### src/rtl/tscap_pkg.sv
package tscap_pkg;
  localparam int N_SLOTS  = 2;
  localparam int SLOT_RX  = 0;
  localparam int SLOT_TX  = 1;
  localparam int MSG_W    = 4;
  localparam int ADDR_W   = $clog2(2 * N_SLOTS + 1);

  localparam logic [ADDR_W-1:0] A_RX_LO = ADDR_W'(2 * SLOT_RX);
  localparam logic [ADDR_W-1:0] A_RX_HI = ADDR_W'(2 * SLOT_RX + 1);
  localparam logic [ADDR_W-1:0] A_TX_LO = ADDR_W'(2 * SLOT_TX);
  localparam logic [ADDR_W-1:0] A_TX_HI = ADDR_W'(2 * SLOT_TX + 1);
  localparam logic [ADDR_W-1:0] A_STAT  = ADDR_W'(2 * N_SLOTS);

  typedef enum logic [1:0] {
    RXM_V1_UDP = 2'd0,
    RXM_V2_L2  = 2'd1,
    RXM_V2_ANY = 2'd2,
    RXM_ALL    = 2'd3
  } rx_mode_e;

  typedef struct packed {
    logic             v2;
    logic             udp;
    logic [MSG_W-1:0] msg;
  } pkt_desc_t;
endpackage

### src/rtl/tscap_filter.sv
module tscap_filter
  import tscap_pkg::*;
(
  input  rx_mode_e  mode_i,
  input  logic      dreq_sel_i,
  input  pkt_desc_t desc_i,
  output logic      match_o
);
  logic v2_event;
  logic v1_hit;

  // version-2 event messages occupy the four lowest type codes
  assign v2_event = desc_i.v2 && (desc_i.msg < MSG_W'(4));
  assign v1_hit   = !desc_i.v2 && desc_i.udp &&
                    (desc_i.msg == {{(MSG_W-1){1'b0}}, dreq_sel_i});

  always_comb begin
    unique case (mode_i)
      RXM_V1_UDP: match_o = v1_hit;
      RXM_V2_L2:  match_o = v2_event && !desc_i.udp;
      RXM_V2_ANY: match_o = v2_event;
      default:    match_o = 1'b1;
    endcase
  end
endmodule

### src/rtl/tscap_slot.sv
module tscap_slot #(
  parameter int TIME_W = 64
) (
  input  logic              clk,
  input  logic              rst_n,
  input  logic              arm_i,
  input  logic              hi_read_i,
  input  logic [TIME_W-1:0] time_i,
  output logic              valid_o,
  output logic [TIME_W-1:0] stamp_o
);
  logic release_now;
  logic take_now;

  // a high read only counts when something is held
  assign release_now = hi_read_i && valid_o;
  assign take_now    = arm_i && !valid_o;

  always_ff @(posedge clk) begin
    if (!rst_n) begin
      valid_o <= 1'b0;
      stamp_o <= '0;
    end else if (release_now) begin
      valid_o <= 1'b0;
    end else if (take_now) begin
      valid_o <= 1'b1;
      stamp_o <= time_i;
    end
  end
endmodule

### src/rtl/tscap_rdmux.sv
module tscap_rdmux
  import tscap_pkg::*;
#(
  parameter int TIME_W = 64,
  localparam int WORD_W = TIME_W / 2
) (
  input  logic                           rd_en_i,
  input  logic [ADDR_W-1:0]              rd_addr_i,
  input  logic [N_SLOTS-1:0][TIME_W-1:0] stamp_i,
  input  logic [N_SLOTS-1:0]             valid_i,
  output logic [WORD_W-1:0]              rd_data_o,
  output logic [N_SLOTS-1:0]             hi_read_o
);
  always_comb begin
    rd_data_o = '0;
    for (int s = 0; s < N_SLOTS; s++) begin
      if (rd_addr_i == ADDR_W'(2 * s))
        rd_data_o = stamp_i[s][WORD_W-1:0];
      if (rd_addr_i == ADDR_W'(2 * s + 1))
        rd_data_o = stamp_i[s][TIME_W-1:WORD_W];
    end
    if (rd_addr_i == A_STAT)
      rd_data_o = {{(WORD_W-N_SLOTS){1'b0}}, valid_i};
  end

  for (genvar s = 0; s < N_SLOTS; s++) begin : g_hi
    assign hi_read_o[s] = rd_en_i && (rd_addr_i == ADDR_W'(2 * s + 1));
  end
endmodule

### src/rtl/tscap_latch.sv
module tscap_latch
  import tscap_pkg::*;
#(
  parameter int TIME_W = 64,
  localparam int WORD_W = TIME_W / 2
) (
  input  logic              clk,
  input  logic              rst_n,
  input  logic [TIME_W-1:0] time_i,
  input  logic              rx_en_i,
  input  logic              tx_en_i,
  input  logic [1:0]        rx_mode_i,
  input  logic              v1_dreq_sel_i,
  input  logic              rx_evt_i,
  input  logic              rx_v2_i,
  input  logic              rx_udp_i,
  input  logic [MSG_W-1:0]  rx_msg_i,
  input  logic              tx_evt_i,
  input  logic              rd_en_i,
  input  logic [ADDR_W-1:0] rd_addr_i,
  output logic [WORD_W-1:0] rd_data_o,
  output logic              rx_valid_o,
  output logic              tx_valid_o
);
  pkt_desc_t                      desc;
  logic                           rx_match;
  logic [N_SLOTS-1:0]             arm;
  logic [N_SLOTS-1:0]             hi_read;
  logic [N_SLOTS-1:0]             valid;
  logic [N_SLOTS-1:0][TIME_W-1:0] stamp;

  assign desc = '{v2: rx_v2_i, udp: rx_udp_i, msg: rx_msg_i};

  tscap_filter u_filter (
    .mode_i     (rx_mode_e'(rx_mode_i)),
    .dreq_sel_i (v1_dreq_sel_i),
    .desc_i     (desc),
    .match_o    (rx_match)
  );

  assign arm[SLOT_RX] = rx_en_i && rx_evt_i && rx_match;
  assign arm[SLOT_TX] = tx_en_i && tx_evt_i;

  for (genvar s = 0; s < N_SLOTS; s++) begin : g_slot
    tscap_slot #(.TIME_W(TIME_W)) u_slot (
      .clk       (clk),
      .rst_n     (rst_n),
      .arm_i     (arm[s]),
      .hi_read_i (hi_read[s]),
      .time_i    (time_i),
      .valid_o   (valid[s]),
      .stamp_o   (stamp[s])
    );
  end

  tscap_rdmux #(.TIME_W(TIME_W)) u_rdmux (
    .rd_en_i   (rd_en_i),
    .rd_addr_i (rd_addr_i),
    .stamp_i   (stamp),
    .valid_i   (valid),
    .rd_data_o (rd_data_o),
    .hi_read_o (hi_read)
  );

  assign rx_valid_o = valid[SLOT_RX];
  assign tx_valid_o = valid[SLOT_TX];
endmodule

### config.mk
export PLATFORM = sky130hd
export DESIGN_NAME = tscap_latch
export DESIGN_NICKNAME = d
export VERILOG_FILES = /design/src/rtl/tscap_pkg.sv /design/src/rtl/tscap_filter.sv /design/src/rtl/tscap_slot.sv /design/src/rtl/tscap_rdmux.sv /design/src/rtl/tscap_latch.sv
export SDC_FILE = /design/constraint.sdc
export NUM_CORES = 1
export LEC_CHECK = 0
export CORE_ASPECT_RATIO = 1.2
export CORE_MARGIN = 10
export CORE_UTILIZATION = 56
export DETAILED_ROUTE_END_ITERATION = 7
export GPL_TIMING_DRIVEN = 1
export PLACE_DENSITY_LB_ADDON = 0.12
export SYNTH_ARGS = -nofsm -noshare
export SYNTH_HDL_FRONTEND = slang
export SYNTH_SLANG_ARGS = --single-unit
### constraint.sdc
create_clock -name clk -period 4.9 [get_ports clk]
set_clock_uncertainty 0.1 [all_clocks]
set_input_delay 0.98 -clock clk [delete_from_list [all_inputs] [get_ports clk]]
set_output_delay 0.98 -clock clk [all_outputs]
set_load 0.01 [all_outputs]
==> key figures, run 1 <==
Min path
  • Hold path cells: 2
  • Worst Hold Class: flop to flop

GRT
  • Vias in the first global route: roughly 5200
  • First-pass GRT wire length: approximately 25 mm
  • Remaining global-route overflow: 0
  • Antenna violations before repair: 0
  • Largest net degree at the start of global routing: 136
  • Gr usage total: 19.72%

Power
  • Pleak: between 2 and 3 nW
  • Total internal power: a little under 0.002 W
  • Worst VDD drop: roughly 180 uV
  • Flop pwr share: ~44%
  • Sw frac: between 20% and 30%
  • Total Power: 0.002536 W
  • Pwr per Cell Area: 329.2 mW/mm2
  • Clock share of power: between 40% and 50%
  • Switching pwr: ~0.00061 W
  • Logic pwr share: 11.4%

CTS
  • H-tree depth: 4
  • Clk pin slew, worst setup/hold paths: about 0.05 ns
  • TritonCTS clock tree: built
  • Worst-Skew Late Latency: 0.41 ns
  • Post-cts hold buffer count: 0
  • Clk root buf: clkbuf_16
  • CTS sink cnt: 130
  • Setup bufs post-CTS: 0
  • Clock Path Buffers: 2
  • PostCTS Resize Cnt: 0
  • Total CTS buffers: 17

Floorplanning
  • Initial cell density of the core: a little under three fifths
  • Placeable Area: roughly 0.011 mm2
  • Die X-Extent: ~120 um
  • Die Y: roughly 130 um
  • Row count: 41
  • Boundary Pins: about 120
  • Die area: about 0.015 mm2

Finish
  • Filler Cell Count: around 800
  • Non-Filler Instances: 891
  • Ant diodes: 0
  • Final nets: 833
  • Layout cells sized above 1: 10.10%
  • Area Overhead vs Synth: 26.80%

STA
  • Fin Hold WS: between 0.3 and 0.4 ns
  • Minimum clock period after layout: 4.017 ns
  • Fmax: ~250 MHz
  • Worst setup margin: 0.8832 ns
  • Tcrit/Tclk final: between 80% and 90%
  • Max-slew violation count: 0
  • RSZ-0062 raised after global routing: false
  • Slew @ Worst Pin: about 1.2 ns
  • Max transition margin: 21.39%
  • Hold Violations, Final: 0
  • Final setup TNS: 0 ns
  • # setup viols final: 0

Synthesis
  • Post-Syn Nets: ~740
  • Synth async-reset ratio: 0%
  • Seq/Total Area, Yosys: between 40% and 50%
  • Post-synth top area cell: dfxtp_1
  • Netlist cell types: 27
  • Main flop type after synthesis: dfxtp_1
  • Post-Synthesis Cells: around 660
  • Synth top area cells: dfxtp_1 (43%), nand2_1 (16%), mux4_2 (11%)
  • EDFF count, synth: 0
  • Most common cell in the synthesized netlist: nand2_1
  • Top cells by count, synth: nand2_1 (257), dfxtp_1 (130), mux2i_1 (66)
  • Number of synthesis warnings: 0
  • Top-area cell type share of the netlist area: roughly 43%
  • Register bit total from synthesis: 130
  • Mapped Area: between 0.006 and 0.007 mm2
  • Avg Inst Size Synth: between 9 and 10 um2

Place
  • Total instance count after detailed placement: 860
  • Port buffer count: about 120
  • Final estimated routing congestion in global placement: around 0.76
  • DP Worst Slack: 0.9176 ns
  • Final HPWL DP: about 10 mm

Setup path
  • Critical path capture point type: output port
  • Worst endpoint data arrival time: roughly 3 ns
  • Worst-path maximum fanout: 16
  • Worst EP required: 3.82 ns
  • WS Path Type: primary input to output port
  • Startpoint Class: primary input
  • Reg2reg end: g_slot[1].u_slot.stamp_o[2]$_SDFFE_PN0P_
  • Critical Path Start: rd_addr_i[2]
  • Flop2flop setup slack: 2.82 ns
  • Critical Path Sink: rd_data_o[0]
  • Critical R2R Launch: g_slot[1].u_slot.valid_o$_SDFFE_PP0P_
  • Reg2Reg Depth: 4

Job
  • Max-Cap Viols: 0

Outcome
  • Status: completed

Detailed routing
  • DRT Pass-1 Iters: 5
  • Drt initial violations: 270
  • DRC: 0
  • Wire per inst: about 16 um
  • Post-Route WL: around 15 mm
  • Vias per inst: 5.425
  • Vias after detailed routing: 4834
  • Final ANT Viol Nets: 0
==> flip-flops by register name (all words and copies together), names as in the netlist <==
signal / count
g_slot.u_slot.stamp_o: 128
g_slot.u_slot.valid_o: 2
==> metrics by stage <==
stage	cell area, um2	utilization [%]
after floorplan	6075	-
after global routing	7702	72.89
after detailed placement	7169	67.84
after CTS	7702	72.89
final	7702	72.89
after global placement	7169	67.84
==> logic make-up (layout without fill, tap and decap cells) <==
group | Yosys count | in the layout | synth area share, %
mux | 96 | 96 | 22.00
flops | 130 | 130 | 42.84
compound gates | 77 | 77 | 9.268
buf+inv | 54 | 158 | 5.232
xor+xnor | 1 | 1 | 0.1442
simple gates | 300 | 300 | 20.51
==> routing by layer <==
metal	share of wire (%)	wire length (um)	track usage, %
met3	5.4	799	6.158
met2	51	7526	33.46
met1	41	6043	22.38
met5	0	0	0
met4	2.1	311	7.645
==> cell type report <==
class | count | area [um2] | share of cell area [%]
clock buffers | 22 | 474.2 | 6.157
well taps | 129 | 161.4 | 2.096
clock inverters | 9 | 58.81 | 0.7635
repair buffers | 126 | 1236 | 16.05
flip-flops and latches | 130 | 2603 | 33.79
multi-input cells | 474 | 3166 | 41.10
inverters | 1 | 3.754 | 0.04873
==> worst min-delay path by stage <==
stage / to / startpoint / slack [ns]
floorplan: g_slot[0].u_slot.stamp_o[34]$_SDFFE_PN0P_ / g_slot[0].u_slot.stamp_o[34]$_SDFFE_PN0P_ / 0.33
CTS: g_slot[1].u_slot.stamp_o[20]$_SDFFE_PN0P_ / g_slot[1].u_slot.stamp_o[20]$_SDFFE_PN0P_ / 0.35
finish: g_slot[1].u_slot.stamp_o[54]$_SDFFE_PN0P_ / g_slot[1].u_slot.stamp_o[54]$_SDFFE_PN0P_ / 0.35
global route: g_slot[0].u_slot.stamp_o[62]$_SDFFE_PN0P_ / g_slot[0].u_slot.stamp_o[62]$_SDFFE_PN0P_ / 0.37
detailed placement: g_slot[1].u_slot.stamp_o[44]$_SDFFE_PN0P_ / g_slot[1].u_slot.stamp_o[44]$_SDFFE_PN0P_ / 0.34
global placement: g_slot[1].u_slot.stamp_o[25]$_SDFFE_PN0P_ / g_slot[1].u_slot.stamp_o[25]$_SDFFE_PN0P_ / 0.34
==> critical path: stages <==
cell and delay (ns):
clkdlybuf4s50_1 0.74, a211oi_1 0.42, o31ai_1 0.12, o21ai_1 0.10, clkdlybuf4s50_1 0.57
==> power by group through the flow <==
stage	logic [W]	registers, W	clock network, W
finish	0.000289	0.00112	0.00113
CTS	0.000292	0.00112	0.00115
detailed placement	0.000290	0.00114	0
global route	0.000318	0.00112	0.00120
global placement	0.000283	0.00114	0
floorplan	0.000169	0.00113	0
==> cells in the final DEF (no fill, tap or decap), types with 3 or more instances in the layout <==
master and n:
mux4_2 30, clkdlybuf4s50_1 113, nor3_1 3, nor2b_1 31, clkinvlp_4 4, a21boi_0 15, mux2i_1 66, clkinv_2 4
dfxtp_1 130, clkbuf_16 17, clkbuf_8 3, nand2_1 257, a21boi_1 50, o21ai_1 3, buf_4 10
Note: power is estimated with default switching activity, not from simulation.
==> inputs of run 2 (changes only) <==
Settings changed: CORE_UTILIZATION 56 to 52.
Clock period 4.9 ns to 3.7 ns, I/O delays scaled along.
==> run 2 against run 1 <==
Combinational power up 37%. Clock-buffer cell count increased by 5. Highest routed layer unchanged. Critical endpoint is now rd_data_o[28]. Sequential power rose by 32%. Largest power group unchanged. Worst hold slack improved by 0.0028 ns. Register-to-register slack got worse by 0.88 ns. Critical path type unchanged.
==> key figures, run 2 (synthesis results as in run 1) <==
Outcome
  • Status: completed

Detailed routing
  • Wire per inst: 16.54 um (+0.41%)
  • Post-Route WL: 15.30 mm (+4.2%)
  • Final ANT Viol Nets: 0 (unchanged)
  • Vias per inst: 5.330 (-1.8%)
  • Vias after detailed routing: 4930 (+2.0%)
  • DRT Pass-1 Iters: 5 (unchanged)
  • DRC: 0 (unchanged)
  • Drt initial violations: 280 (+3.7%)

Power
  • Clock share of power: 45.5% (+1.0 points)
  • Worst VDD drop: 283.2 uV (+54%)
  • Switching pwr: 0.0007932 W (+31%)
  • Logic pwr share: 11.5% (about the same)
  • Pwr per Cell Area: 438.8 mW/mm2 (+33%)
  • Flop pwr share: 43.0% (-1.1 points)
  • Pleak: 2.845 nW (+2.9%)
  • Sw frac: 22.99% (-0.91 points)
  • Total internal power: 0.002657 W (+38%)

CTS
  • Clock Path Buffers: 2 (unchanged)
  • CTS sink cnt: 130 (unchanged)
  • Clk pin slew, worst setup/hold paths: 0.05 ns (about the same)
  • Clk root buf: clkbuf_16
  • PostCTS Resize Cnt: 0 (unchanged)
  • Post-cts hold buffer count: 0 (unchanged)
  • Total CTS buffers: 17 (unchanged)
  • Setup bufs post-CTS: 0 (unchanged)
  • Worst-Skew Late Latency: 0.41 ns (about the same)
  • TritonCTS clock tree: built
  • H-tree depth: 4 (unchanged)

Setup path
  • Worst endpoint data arrival time: 2.46 ns (-0.48 ns)
  • Worst-path maximum fanout: 11 (-5)
  • Critical Path Sink: rd_data_o[28]
  • Critical path capture point type: output port
  • Reg2reg end: g_slot[1].u_slot.stamp_o[31]$_SDFFE_PN0P_
  • Reg2Reg Depth: 4 (unchanged)
  • Worst EP required: 2.86 ns (-0.96 ns)
  • Startpoint Class: primary input
  • Critical Path Start: rd_addr_i[0]
  • WS Path Type: primary input to output port
  • Flop2flop setup slack: 1.94 ns (-0.88 ns)
  • Critical R2R Launch: g_slot[1].u_slot.valid_o$_SDFFE_PP0P_

Floorplanning
  • Row count: 43 (+4.9%)
  • Placeable Area: 0.01151 mm2 (+9.0%)
  • Boundary Pins: 117 (unchanged)
  • Initial cell density of the core: 52.76% (-4.7 points)
  • Die X-Extent: 118.7 um (+3.1%)
  • Die area: 0.01642 mm2 (+6.4%)
  • Die Y: 138.4 um (+3.2%)

Finish
  • Area Overhead vs Synth: 29.43%
  • Number of flip-flops in the largest register: 128 (unchanged)
  • Most common cell after layout, fill and taps aside: nand2_1
  • Final instance area: 0.007863 mm2 (+2.1%)
  • Core Util, Final: 68.29% (-4.6 points)
  • Filler Cell Count: 932 (+17%)
  • Commonest cells after routing, fill and taps aside: nand2_1 (257), dfxtp_1 (130), clkdlybuf4s50_1 (113)
  • Top flop regs: g_slot.u_slot.stamp_o (128), g_slot.u_slot.valid_o (2)
  • Final nets: 839 (+0.72%)
  • Ant diodes: 0 (unchanged)
  • Largest Register: g_slot.u_slot.stamp_o
  • Layout cells sized above 1: 10.81% (+0.70 points)

STA
  • Hold Violations, Final: 0 (unchanged)
  • Tcrit/Tclk final: 89.25%
  • Worst setup margin: 0.3979 ns (-0.4853 ns)
  • Max transition margin: 62.59% (+41 points)
  • Final setup TNS: 0 ns (unchanged)
  • Slew @ Worst Pin: 0.5611 ns (-0.6181 ns)
  • RSZ-0062 raised after global routing: false
  • Max-slew violation count: 0 (unchanged)
  • Fmax: around 300 MHz
  • Minimum clock period after layout: between 3 and 4 ns
  • # setup viols final: 0 (unchanged)

Min path
  • Worst Hold Class: flop to flop

Place
  • Port buffer count: 116 (unchanged)
  • Area after DPL: 0.007300 mm2 (+1.8%)
  • Final HPWL DP: 10.25 mm (+4.0%)
  • DP Worst Slack: 0.3830 ns (-0.5346 ns)
  • Final estimated routing congestion in global placement: 0.7764 (+2.5%)

GRT
  • Gr usage total: 18.85% (-0.87 points)
  • Remaining global-route overflow: 0 (unchanged)
  • Antenna violations before repair: 0 (unchanged)
  • Vias in the first global route: 5091 (-1.3%)
  • Largest net degree at the start of global routing: 91 (-33%)
  • First-pass GRT wire length: 25.25 mm (+2.2%)

Job
  • Max-Cap Viols: 0 (unchanged)
[run 2: metrics by stage]
step	hold slack, ns	power, W	instances
global placement	0.3372	0.001898	894
detailed placement	0.3462	0.001909	894
finish	0.3507	0.003450	925
global route	0.3723	0.003570	925
CTS	0.3535	0.003478	925
floorplan	0.3315	0.001726	658
[run 2: worst min path at each step]
stage / slack (ns) / depth (start not counted) / startpoint / end
final: 0.35 / 2 / g_slot[1].u_slot.stamp_o[19]$_SDFFE_PN0P_ / g_slot[1].u_slot.stamp_o[19]$_SDFFE_PN0P_
after global routing: 0.37 / 2 / g_slot[1].u_slot.stamp_o[14]$_SDFFE_PN0P_ / g_slot[1].u_slot.stamp_o[14]$_SDFFE_PN0P_
after CTS: 0.35 / 2 / g_slot[1].u_slot.stamp_o[19]$_SDFFE_PN0P_ / g_slot[1].u_slot.stamp_o[19]$_SDFFE_PN0P_
after detailed placement: 0.35 / 2 / g_slot[1].u_slot.stamp_o[19]$_SDFFE_PN0P_ / g_slot[1].u_slot.stamp_o[19]$_SDFFE_PN0P_
after global placement: 0.34 / 2 / g_slot[1].u_slot.stamp_o[23]$_SDFFE_PN0P_ / g_slot[1].u_slot.stamp_o[23]$_SDFFE_PN0P_
after floorplan: 0.33 / 2 / g_slot[0].u_slot.stamp_o[34]$_SDFFE_PN0P_ / g_slot[0].u_slot.stamp_o[34]$_SDFFE_PN0P_
[run 2: final cells by class]
| cell class | instances | area (um2) | share of cell area [%] |
|---|---|---|---|
| Inverter | 1 | 3.754 | 0.04774 |
| Sequential cell | 130 | 2603 | 33.10 |
| Clock buffer | 27 | 543.0 | 6.906 |
| Timing Repair Buffer | 132 | 1331 | 16.93 |
| Multi-Input combinational cell | 474 | 3166 | 40.26 |
| Tap cell | 157 | 196.4 | 2.498 |
| Clock inverter | 4 | 20.02 | 0.2546 |
[run 2: layer usage]
metal  track usage [%]  wire length (um)  share of wire (%)  vias to the layer above
li1                  -                 -                  -                     2393
met1             21.76              6369                 42                     2366
met2             31.76              7705                 50                      150
met3             6.151               969                6.3                       21
met4             6.954               259                1.7                        0
met5                 0                 0                  0                        -
[run 2: power by group through the flow]
| stage | Combinational (W) | Sequential, W | Clock [W] |
|---|---|---|---|
| after floorplan | 0.000224 | 0.00150 | 0 |
| after detailed placement | 0.000397 | 0.00151 | 0 |
| after global routing | 0.000433 | 0.00149 | 0.00165 |
| after global placement | 0.000388 | 0.00151 | 0 |
| after CTS | 0.000400 | 0.00148 | 0.00160 |
| final | 0.000396 | 0.00148 | 0.00157 |
[run 2: worst max-delay path: stages]
cell and delay, ns:
buf_2 0.35, buf_4 0.24, mux4_2 0.49, nor2b_1 0.14, clkdlybuf4s50_1 0.49
==> inputs of run 3 (changes only) <==
Settings changed: HOLD_SLACK_MARGIN set to 0.03.
==> results of run 3 <==
Same layout as run 2: the final DEF is identical, and so are final timing and power.
